**src/rtl/sdram_seq_pkg.sv**
```systemverilog
package sdram_seq_pkg;

  // Command encoding on {cs_n, ras_n, cas_n, we_n}
  typedef enum logic [3:0] {
    CMD_MRS = 4'b0000,
    CMD_REF = 4'b0001,
    CMD_PRE = 4'b0010,
    CMD_NOP = 4'b0111
  } sdram_cmd_e;

  typedef enum logic [2:0] {
    ST_PWR,
    ST_PRE_WAIT,
    ST_INIT_RFC,
    ST_MRD,
    ST_IDLE,
    ST_GRAB,
    ST_R_PRE_WAIT,
    ST_R_RFC
  } seq_state_e;

  // Minimum time over clock period, rounded up
  function automatic int ceil_cycles(input int t_ps, input int period_ps);
    return (t_ps + period_ps - 1) / period_ps;
  endfunction

  function automatic int max3(input int a, input int b, input int c);
    int m;
    m = (a > b) ? a : b;
    return (m > c) ? m : c;
  endfunction

endpackage

```
**src/rtl/sdram_seq_timer.sv**
```systemverilog
module sdram_seq_timer #(
  parameter int TW      = 16,
  parameter int RST_VAL = 1
) (
  input  logic          clk,
  input  logic          rst_n,
  input  logic          load,
  input  logic [TW-1:0] load_val,
  output logic          zero
);

  logic [TW-1:0] cnt_q;
  logic [TW-1:0] cnt_d;

  always_comb begin
    if (load) begin
      cnt_d = load_val;
    end else if (cnt_q != '0) begin
      cnt_d = cnt_q - 1'b1;
    end else begin
      cnt_d = cnt_q;
    end
  end

  always_ff @(posedge clk or negedge rst_n) begin
    if (!rst_n) begin
      cnt_q <= TW'(RST_VAL);
    end else begin
      cnt_q <= cnt_d;
    end
  end

  assign zero = (cnt_q == '0);

endmodule

```
**src/rtl/sdram_refresh_credit.sv**
```systemverilog
module sdram_refresh_credit #(
  parameter int N_REFI   = 1950,
  parameter int MAX_OWED = 8
) (
  input  logic                            clk,
  input  logic                            rst_n,
  input  logic                            en,
  input  logic                            consume,
  output logic [$clog2(MAX_OWED+1)-1:0]   owed,
  output logic                            pending,
  output logic                            urgent
);

  localparam int IW = $clog2(N_REFI + 1);
  localparam int OW = $clog2(MAX_OWED + 1);

  logic [IW-1:0] icnt_q, icnt_d;
  logic [OW-1:0] owed_q, owed_d;
  logic          tick;

  assign tick = en && (icnt_q == IW'(N_REFI - 1));

  always_comb begin
    if (!en || tick) begin
      icnt_d = '0;
    end else begin
      icnt_d = icnt_q + 1'b1;
    end
  end

  always_comb begin
    owed_d = owed_q;
    case ({tick, consume})
      2'b10:   if (owed_q != OW'(MAX_OWED)) owed_d = owed_q + 1'b1;
      2'b01:   if (owed_q != '0) owed_d = owed_q - 1'b1;
      default: owed_d = owed_q;
    endcase
  end

  always_ff @(posedge clk or negedge rst_n) begin
    if (!rst_n) begin
      icnt_q <= '0;
      owed_q <= '0;
    end else begin
      icnt_q <= icnt_d;
      owed_q <= owed_d;
    end
  end

  assign owed    = owed_q;
  assign pending = (owed_q != '0);
  assign urgent  = (owed_q >= OW'(MAX_OWED));


  owed_limit_chk: assert property (@(posedge clk) disable iff (!rst_n)
    owed_q <= OW'(MAX_OWED));


  owed_step_chk: assert property (@(posedge clk) disable iff (!rst_n)
    (owed_q == $past(owed_q)) || (owed_q == $past(owed_q) + 1'b1) ||
    (owed_q == $past(owed_q) - 1'b1));


  consume_needs_owed_chk: assert property (@(posedge clk) disable iff (!rst_n)
    consume |-> (owed_q != '0));

endmodule

```
**src/rtl/sdram_seq_fsm.sv**
```systemverilog
module sdram_seq_fsm
  import sdram_seq_pkg::*;
#(
  parameter int N_RP      = 3,
  parameter int N_RFC     = 9,
  parameter int N_MRD     = 2,
  parameter int INIT_REFS = 2,
  parameter int ADDR_W    = 12,
  parameter int TW        = 16,
  parameter logic [ADDR_W-1:0] MODE_WORD = '0
) (
  input  logic              clk,
  input  logic              rst_n,
  input  logic              tmr_zero,
  input  logic              pending,
  input  logic              user_busy,
  input  logic              banks_open,
  output logic              tmr_load,
  output logic [TW-1:0]     tmr_val,
  output logic              consume,
  output sdram_cmd_e        cmd,
  output logic [ADDR_W-1:0] addr,
  output logic              init_done,
  output logic              refresh_busy
);

  localparam int RW = $clog2(INIT_REFS + 1);
  localparam logic [ADDR_W-1:0] PRE_ALL_WORD = ADDR_W'(1) << 10;

  seq_state_e        state_q, state_d;
  sdram_cmd_e        cmd_q, cmd_d;
  logic [ADDR_W-1:0] addr_q, addr_d;
  logic              done_q, done_d;
  logic [RW-1:0]     refs_q, refs_d;

  always_comb begin
    state_d  = state_q;
    cmd_d    = CMD_NOP;
    addr_d   = '0;
    done_d   = done_q;
    refs_d   = refs_q;
    tmr_load = 1'b0;
    tmr_val  = '0;
    consume  = 1'b0;
    case (state_q)
      ST_PWR: if (tmr_zero) begin
        cmd_d    = CMD_PRE;
        addr_d   = PRE_ALL_WORD;
        tmr_load = 1'b1;
        tmr_val  = TW'(N_RP - 1);
        state_d  = ST_PRE_WAIT;
      end
      ST_PRE_WAIT: if (tmr_zero) begin
        cmd_d    = CMD_REF;
        tmr_load = 1'b1;
        tmr_val  = TW'(N_RFC - 1);
        refs_d   = refs_q + 1'b1;
        state_d  = ST_INIT_RFC;
      end
      ST_INIT_RFC: if (tmr_zero) begin
        tmr_load = 1'b1;
        if (refs_q < RW'(INIT_REFS)) begin
          cmd_d   = CMD_REF;
          tmr_val = TW'(N_RFC - 1);
          refs_d  = refs_q + 1'b1;
        end else begin
          cmd_d   = CMD_MRS;
          addr_d  = MODE_WORD;
          tmr_val = TW'(N_MRD - 1);
          state_d = ST_MRD;
        end
      end
      ST_MRD: if (tmr_zero) begin
        done_d  = 1'b1;
        state_d = ST_IDLE;
      end
      ST_IDLE: if (pending && !user_busy) begin
        state_d = ST_GRAB;
      end
      ST_GRAB: begin
        tmr_load = 1'b1;
        if (banks_open) begin
          cmd_d   = CMD_PRE;
          addr_d  = PRE_ALL_WORD;
          tmr_val = TW'(N_RP - 1);
          state_d = ST_R_PRE_WAIT;
        end else begin
          cmd_d   = CMD_REF;
          tmr_val = TW'(N_RFC - 1);
          consume = 1'b1;
          state_d = ST_R_RFC;
        end
      end
      ST_R_PRE_WAIT: if (tmr_zero) begin
        cmd_d    = CMD_REF;
        tmr_load = 1'b1;
        tmr_val  = TW'(N_RFC - 1);
        consume  = 1'b1;
        state_d  = ST_R_RFC;
      end
      ST_R_RFC: if (tmr_zero) begin
        if (pending) begin
          cmd_d    = CMD_REF;
          tmr_load = 1'b1;
          tmr_val  = TW'(N_RFC - 1);
          consume  = 1'b1;
        end else begin
          state_d = ST_IDLE;
        end
      end
      default: state_d = ST_IDLE;
    endcase
  end

  always_ff @(posedge clk or negedge rst_n) begin
    if (!rst_n) begin
      state_q <= ST_PWR;
      cmd_q   <= CMD_NOP;
      addr_q  <= '0;
      done_q  <= 1'b0;
      refs_q  <= '0;
    end else begin
      state_q <= state_d;
      cmd_q   <= cmd_d;
      addr_q  <= addr_d;
      done_q  <= done_d;
      refs_q  <= refs_d;
    end
  end

  assign cmd          = cmd_q;
  assign addr         = addr_q;
  assign init_done    = done_q;
  assign refresh_busy = (state_q == ST_GRAB) || (state_q == ST_R_PRE_WAIT) ||
                        (state_q == ST_R_RFC);


  init_done_hold_chk: assert property (@(posedge clk) disable iff (!rst_n)
    done_q |=> done_q);


  init_done_after_mrs_chk: assert property (@(posedge clk) disable iff (!rst_n)
    (cmd_q == CMD_MRS) |=> (cmd_q == CMD_NOP) && !done_q);


  no_grab_when_busy_chk: assert property (@(posedge clk) disable iff (!rst_n)
    (state_q == ST_IDLE && user_busy) |=> (cmd_q == CMD_NOP) && !refresh_busy);


  pre_all_addr_chk: assert property (@(posedge clk) disable iff (!rst_n)
    (cmd_q == CMD_PRE) |-> (addr_q == PRE_ALL_WORD));

  generate
    if (N_RFC > 1) begin : g_rfc_gap

      nop_after_ref_chk: assert property (@(posedge clk) disable iff (!rst_n)
        (cmd_q == CMD_REF) |=> (cmd_q == CMD_NOP));
    end
  endgenerate

endmodule

```
**src/rtl/sdram_initref_seq.sv**
```systemverilog
module sdram_initref_seq
  import sdram_seq_pkg::*;
#(
  parameter int CLK_PERIOD_PS    = 8000,
  parameter int T_PWR_PS         = 200_000_000,
  parameter int T_RP_PS          = 20_000,
  parameter int T_RFC_PS         = 70_000,
  parameter int T_REFI_PS        = 15_600_000,
  parameter int MRD_CYCLES       = 2,
  parameter int INIT_REFS        = 2,
  parameter int MAX_OWED         = 8,
  parameter int ADDR_W           = 12,
  parameter int BA_W             = 2,
  parameter int BL_CODE          = 3,
  parameter int BURST_INTERLEAVE = 0,
  parameter int CAS_LAT          = 3,
  parameter int WRITE_SINGLE     = 0
) (
  input  logic              clk,
  input  logic              rst_n,
  input  logic              user_busy,
  input  logic              banks_open,
  output logic              cs_n,
  output logic              ras_n,
  output logic              cas_n,
  output logic              we_n,
  output logic              cke,
  output logic              dqm,
  output logic [ADDR_W-1:0] addr,
  output logic [BA_W-1:0]   ba,
  output logic              init_done,
  output logic              refresh_busy,
  output logic              refresh_urgent
);

  localparam int N_PWR  = ceil_cycles(T_PWR_PS, CLK_PERIOD_PS);
  localparam int N_RP   = ceil_cycles(T_RP_PS, CLK_PERIOD_PS);
  localparam int N_RFC  = ceil_cycles(T_RFC_PS, CLK_PERIOD_PS);
  localparam int N_REFI = ceil_cycles(T_REFI_PS, CLK_PERIOD_PS);
  localparam int TW     = $clog2(max3(N_PWR, N_RP, N_RFC) + 1);
  localparam int OW     = $clog2(MAX_OWED + 1);
  localparam logic [ADDR_W-1:0] MODE_WORD = ADDR_W'(
    ((WRITE_SINGLE & 1) << 9) | ((CAS_LAT & 7) << 4) |
    ((BURST_INTERLEAVE & 1) << 3) | (BL_CODE & 7));

  logic          tmr_load;
  logic [TW-1:0] tmr_val;
  logic          tmr_zero;
  logic          consume;
  logic          pending;
  logic [OW-1:0] owed;
  sdram_cmd_e    cmd;

  sdram_seq_timer #(
    .TW      (TW),
    .RST_VAL (N_PWR - 1)
  ) i_timer (
    .clk      (clk),
    .rst_n    (rst_n),
    .load     (tmr_load),
    .load_val (tmr_val),
    .zero     (tmr_zero)
  );

  sdram_refresh_credit #(
    .N_REFI   (N_REFI),
    .MAX_OWED (MAX_OWED)
  ) i_credit (
    .clk     (clk),
    .rst_n   (rst_n),
    .en      (init_done),
    .consume (consume),
    .owed    (owed),
    .pending (pending),
    .urgent  (refresh_urgent)
  );

  sdram_seq_fsm #(
    .N_RP      (N_RP),
    .N_RFC     (N_RFC),
    .N_MRD     (MRD_CYCLES),
    .INIT_REFS (INIT_REFS),
    .ADDR_W    (ADDR_W),
    .TW        (TW),
    .MODE_WORD (MODE_WORD)
  ) i_fsm (
    .clk          (clk),
    .rst_n        (rst_n),
    .tmr_zero     (tmr_zero),
    .pending      (pending),
    .user_busy    (user_busy),
    .banks_open   (banks_open),
    .tmr_load     (tmr_load),
    .tmr_val      (tmr_val),
    .consume      (consume),
    .cmd          (cmd),
    .addr         (addr),
    .init_done    (init_done),
    .refresh_busy (refresh_busy)
  );

  assign {cs_n, ras_n, cas_n, we_n} = cmd;
  assign cke = 1'b1;
  assign dqm = ~init_done;
  assign ba  = '0;


  urgent_only_owed_chk: assert property (@(posedge clk) disable iff (!rst_n)
    refresh_urgent |-> (owed != '0) && init_done);

endmodule

```
**config.mk**
```make
export PLATFORM = sky130hd
export DESIGN_NAME = sdram_initref_seq
export DESIGN_NICKNAME = d
export VERILOG_FILES = /design/src/rtl/sdram_seq_pkg.sv /design/src/rtl/sdram_seq_timer.sv /design/src/rtl/sdram_refresh_credit.sv /design/src/rtl/sdram_seq_fsm.sv /design/src/rtl/sdram_initref_seq.sv
export SDC_FILE = /design/constraint.sdc
export NUM_CORES = 1
export LEC_CHECK = 0
export BUFFER_PORTS_ARGS = -buffer_cell sky130_fd_sc_hd__buf_2
export CAP_MARGIN = 20
export CORE_ASPECT_RATIO = 0.8
export CORE_MARGIN = 2
export CORE_UTILIZATION = 40
export CTS_BUF_LIST = sky130_fd_sc_hd__clkbuf_8 sky130_fd_sc_hd__clkbuf_16
export DETAILED_ROUTE_END_ITERATION = 16
export SLEW_MARGIN = 10
export SYNTH_ARGS = -nofsm -noshare
export SYNTH_HDL_FRONTEND = slang
export SYNTH_SLANG_ARGS = --single-unit
```
**constraint.sdc**
```tcl
create_clock -name clk -period 3.5 [get_ports clk]
set_input_delay 0 -clock clk [delete_from_list [all_inputs] [get_ports clk]]
set_output_delay 0 -clock clk [all_outputs]
set_load 0.03 [all_outputs]
```
## Yosys cells after proc, flatten, opt, wreduce, memory -nomap -nowiden

Cells that the tools add are included.

- Register bits after elaboration: 52
- Bits of input ports: 4
- Output and inout port bits: 23
- Word-level logic and storage cells: 107

- Add/subtract/negate cells: 5
- Magnitude comparators: 2
- Equal/unequal tests: 23
- Mux-type cells: 48
- Bitwise operators: 1
- Reduce and logical (&&, ||, !) cells: 20

Operators with widths:

| cell | number |
|---|---|
| 15-bit case mux with 5 select lines | 1 |
| 15-bit two-way mux | 4 |
| 3-bit two-way mux | 12 |
| 12-bit case mux with 3 select lines | 1 |
| 11-bit two-way mux | 3 |
| 4-bit two-way mux | 8 |
| 3-bit case mux with 8 select lines | 1 |
| 2-bit by 1-bit != test with 1-bit output (second input constant) | 10 |
| 4-bit case mux with 5 select lines | 1 |
| 15-bit zero test | 1 |
| 15-bit nonzero test | 1 |
| 15-bit by 1-bit subtractor with 15-bit output (second input constant) | 1 |
| 3-bit == test (second input constant) | 4 |
| 12-bit two-way mux | 1 |
| 11-bit by 1-bit adder with 11-bit output (second input constant) | 1 |
| 11-bit == test (second input constant) | 1 |
| 2-bit two-way mux | 5 |
| 9-bit AND reduction | 1 |
| 4-bit case mux with 2 select lines | 1 |
| 3-bit by 2-bit == test with 1-bit output (second input constant) | 2 |
| 1-bit two-way mux | 6 |
| 6-bit two-way mux | 1 |
| 1-bit case mux with 3 select lines | 2 |
| 2-bit nonzero test | 3 |
| 22 further kinds | 27 |

## Depth between registers and ports, before layout

- Word-level depth: 7
- Gate-level depth with buffers: 15
- Depth with buffers taken out: 13

## Cells and area by module

A second synthesis with hierarchy kept.

- Cells, all modules: 280
- Area, all modules: 2678.8 sq um

Modules (own cells, without submodules):

| module | times used | cells an instance | area each (sq um) | seq. area each (sq um) |
|---|---|---|---|---|
| sdram_refresh_credit | 1 | 93 | 913.4 | 375.4 |
| sdram_seq_timer | 1 | 90 | 887.1 | 385.4 |
| sdram_seq_fsm | 1 | 91 | 844.6 | 279.0 |
| sdram_initref_seq | 1 | 6 | 33.8 | 0.0 |

## Worst setup path before layout

No wires, ideal clock.

- Path kind: register to register
- Start: register i_timer.cnt_q[0]
- End: register i_credit.owed_q[3], in the netlist i_credit.owed[3]
- Setup time: 0.138 ns
- Arrival: 2.881 ns
- Data required time: 3.362 ns
- Setup slack: 0.481 ns
- Stages on the path, launching flop included: 15
- Buffers on the path: 2
- Clock period less this slack: 3.019 ns
- Cells stage by stage: dfstp_2 > inv_1 > ha_1 > nor4b_1 > and4_1 > buf_4 > a22o_4 > buf_6 > nand2_1 > inv_1 > ha_1 > a21o_1 > a21oi_1 > or3_1 > mux4_2

- Word-level cells in the longest chain between the ends: 6
- Elaborated cells on any way between the ends: 11
- Those cells by class: eq/ne (4); mux (4); reduce/logical (3)

RTL lines:

| element | RTL line | source |
|---|---|---|
| from (decl) | sdram_seq_timer.sv:12 | `logic [TW-1:0] cnt_q;` |
| from (signal assigned) | sdram_seq_timer.sv:27 | `cnt_q <= TW'(RST_VAL);` |
| from (signal assigned) | sdram_seq_timer.sv:29 | `cnt_q <= cnt_d;` |
| 15-bit zero test (*) | sdram_seq_timer.sv:33 | `assign zero = (cnt_q == '0);` |
| 1-bit two-way mux (on tied branches) | sdram_seq_fsm.sv:101, sdram_seq_fsm.sv:94 |  |
| 1-bit case mux with 3 select lines (*) | sdram_seq_fsm.sv:45 | `case (state_q)` |
| 2-bit by 1-bit == test with 1-bit output or 2-bit == test (tied branches) | sdram_refresh_credit.sv:33 | `case ({tick, consume})` |
| 2-bit by 1-bit != test with 1-bit output (no source line) or 2-bit nonzero test (tied branches) | - |  |
| 3-bit AND reduction (no source line) | - |  |
| to (signal assigned) | sdram_refresh_credit.sv:46 | `owed_q <= owed_d;` |
| to (decl) | sdram_refresh_credit.sv:18 | `logic [OW-1:0] owed_q, owed_d;` |

Mark *: on every way between the ends. The rest lies on a longest branch, timed or not.
A chain may end at the register's enable or synchronous reset.

## Final worst setup path

Ends and elaborated chain as after synthesis.

==> results.md <==
* Fillers at 591
* Register area at 1040 um2
* RSZ-0062 raised after global routing: no
* CP required at 3670 ps
* Core area at 5943 um2
* Final min period at 2993 ps
* Vias in the first global route at 1,610
* Hold WC Path Type: primary input to register
* Reg2reg setup slack at 510 ps
* DRT Pass-1 Iters at 4
* Layout Cells excl Fill at 348
* Clock Pin Slew Worst Setup and Hold Paths at 80 ps
* Leakage power at 0.001217 uW
* # nets final at 277
* Ys Warns at 0
* Startpoint Class: register
* Slew Viols, Final at 0
* Mapped Cells at 256
* CTS sink cnt at 41
* Fin Clk Skew at 9.688 ps
* Number of instances in the placed design at 338
* Rows at 25
* Worst-skew pair later-pin latency at 290 ps
* Top cell type's share of synthesized area at 30.35%
* GRT Total Usage at 14.74%
* Crit end category: register
* DPL Wire Length at 3228 um
* Tightest slew margin relative to the limit at 39.68%
* Mapped cell area at 2474 um2
* CP max stage cell: dfstp_2
* Pin slew with the least headroom to its limit at 904.8 ps
* Setup_tns at 0 ps
* Avg Inst Size Synth at 9.663 um2
* Hold slack at 304.0 ps
* Hold Fails Final Rpt at 0
* Wire per inst at 13.20 um
* # IOs at 27
* Htree depth at 2
* Area of the multi-input gates at 1256 um2
* Top cells by area, synth: dfrtp_1, dfstp_2, nor2_1
* GRT overflow at 0
* Routed Antenna Nets at 0
* Placer Congestion at 0.8513
* Outcome: complete, no violations
* WL final at 4594 um
* Die W at 91.92 um
* Maximum vdd ir drop at 174.1 uV
* Starting density of the core at 41.62%
* Post-cts gate resize count at 0
* Vias per cell at 5.055
* First-pass GRT wire length at 7879 um
* Fmax at 0.3342 GHz
* Cts bufs inserted at 5
* DRC at 0
* CP max FO at 7
* Die area at 6833 um2
* Finish-stage setup viols at 0
* #FFs+latches synth at 41
* Die H at 74.34 um
* Critical path cell sequence: inv_1 > ha_1 > nor4b_1 > and4_1 > a22o_4 > nand2_1 > inv_1 > ha_1 > a21o_1 > a21oi_1 > nand2_1 > mux4_2
* Main synth FF type: dfrtp_1
* Arrival time of the worst setup path at 3160 ps
* Ys async rst share at 100.0%
* CTS tree: yes
* Root Buffer Master: clkbuf_8
* DRT iter0 DRCs at 51
* Post-synth EDFFs at 0
* Port Buffers at 15
* Routed vias at 1,759
* Initial antenna violation count at 0
* Post-CTS Hold Buffers at 2
* Final period util at 85.50%
* Area Growth Syn to Fin at 7.891%
* # diodes at 0
* Synth cell types at 54
* Crit-path max cell delay at 540 ps
* Deepest clock path buffer count at 2
* Share of cells above drive strength 1 at 20.60%
* Largest net degree at the start of global routing at 42
* Kind of critical path: register to register
* Power per cell area at 338.0 nW/um2
* Post-synthesis sequential area ratio at 42.03%
* Yosys top cell by area: dfrtp_1
* Maxcap violations at 0
* Final core utilization at 44.91%
* Setup Fix Bufs, Post-CTS at 0
path summary, 6_finish.rpt:
path                                       start            endpoint  depth (start not counted)
worst min register to register   i_fsm.refs_q[0]     i_fsm.refs_q[0]                          1
min in group asynchronous                  rst_n  i_credit.icnt_q[8]                          2
worst max-delay path            i_timer.cnt_q[0]    i_credit.owed[3]                         12
worst max register to register  i_timer.cnt_q[0]    i_credit.owed[3]                         12
max in group asynchronous                  rst_n     i_fsm.refs_q[0]                          2
worst min-delay path                   user_busy    i_fsm.state_q[0]                          6
cell type report:
cell class	count	area share [%]
clock buffers	6	3.094
multi-input cells	189	47.07
clock inverters	2	1.406
inverters	9	1.266
well taps	81	3.797
flip-flops and latches	41	38.96
repair buffers	20	4.407
placed cells by master, fill, tap and decap left out, types with 2 or more instances in the layout:
| cell | Yosys | routed |
|---|---|---|
| o21a_1 | 2 | 2 |
| a211oi_1 | 3 | 3 |
| nand2b_1 | 5 | 5 |
| nand2_1 | 12 | 12 |
| nor4b_1 | 2 | 2 |
| or4_1 | 2 | 2 |
| nand3_1 | 12 | 12 |
| or3_1 | 3 | 3 |
| o21ai_0 | 6 | 6 |
| nor4_1 | 2 | 2 |
| nor3_1 | 6 | 6 |
| xor2_1 | 15 | 15 |
| dfrtp_1 | 30 | 30 |
| nand4_1 | 6 | 6 |
| conb_1 | 2 | 11 |
| nor2b_1 | 2 | 2 |
| buf_4 | 17 | 3 |
| ha_1 | 6 | 6 |
| nor2_1 | 38 | 38 |
| and3_1 | 4 | 4 |
| mux2i_1 | 3 | 3 |
| buf_2 | 1 | 15 |
| nor4_2 | 2 | 2 |
| dfstp_2 | 11 | 11 |
| clkbuf_8 | 0 | 6 |
| a21o_1 | 3 | 3 |
| a21oi_1 | 7 | 7 |
| or2_2 | 3 | 3 |
| xnor2_1 | 11 | 11 |
| inv_1 | 8 | 8 |
| a211oi_2 | 2 | 2 |
| dlygate4sd3_1 | 0 | 2 |
| nor4_4 | 2 | 2 |
report_power, final:
group | internal (uW) | total (uW) | switching [uW]
logic | 2.75 | 28.4 | 25.6
registers | 474 | 474 | 0
clock network | 232 | 400 | 168
total | 709 | 902 | 193
synth_stat cells (2+ instances only):
master    instances
buf_4            17
buf_6             2
and3_1            4
or4_1             2
or3_1             3
xnor2_1          11
o21ai_0           6
o21a_1            2
nand3_1          12
or2_2             3
nor4_1            2
nand4_1           6
mux2i_1           3
nor2_1           38
inv_1             8
dfrtp_1          30
nor4b_1           2
a211oi_1          3
nor4_2            2
nor4_4            2
nor3_1            6
nand2_1          12
a21oi_1           7
nand2b_1          5
a211oi_2          2
ha_1              6
nor2b_1           2
clkbuf_1          5
dfstp_2          11
a21o_1            3
xor2_1           15
conb_1            2
sequential cells by signal, summed over array words and instances (netlist names):
name and count:
i_fsm.init_done 1, i_fsm.cmd 3, i_fsm.addr 2, i_fsm.state_q 3, i_timer.cnt_q 15, i_credit.icnt_q 11
i_credit.owed 4, i_fsm.refs_q 2
cell families (layout without fill, tap and decap cells):
kind of cell	Yosys count	count (layout)	synth area share, %
AND/OR/NAND/NOR	107	107	23.72
flip-flops	41	41	42.03
other	2	11	0.3036
buffers and inverters	35	37	8.548
adder cells (fa/ha/maj)	7	7	3.844
multiplexers	4	4	2.124
XOR/XNOR	26	26	9.206
AO/OA/AOI/OAI	34	34	10.22
metal layers:
layer / share of wire, % / track usage [%]
met5: 0 / 0
met4: 0.78 / 4.975
met3: 4.6 / 3.647
met2: 42 / 21.65
met1: 53 / 21.46
metrics by stage:
| step | instance area, um2 | worst slack (ps) | power (uW) |
|---|---|---|---|
| floorplan | 2507 | 480.9 | 508.0 |
| global placement | 2529 | 603.8 | 510.2 |
| detailed placement | 2529 | 538.6 | 510.2 |
| CTS | 2669 | 519.9 | 913.9 |
| global route | 2669 | 309.8 | 945.5 |
| finish | 2669 | 507.4 | 902.0 |
worst max-delay path, delay by kind of cell (launching register included):
family,cells,cell delay (ps)
mux,1,470
simple gates,4,580
buf+inv,2,150
compound gates,3,650
fa+ha+maj,2,470
flops,1,540
Note: power is estimated with default switching activity, not from simulation.
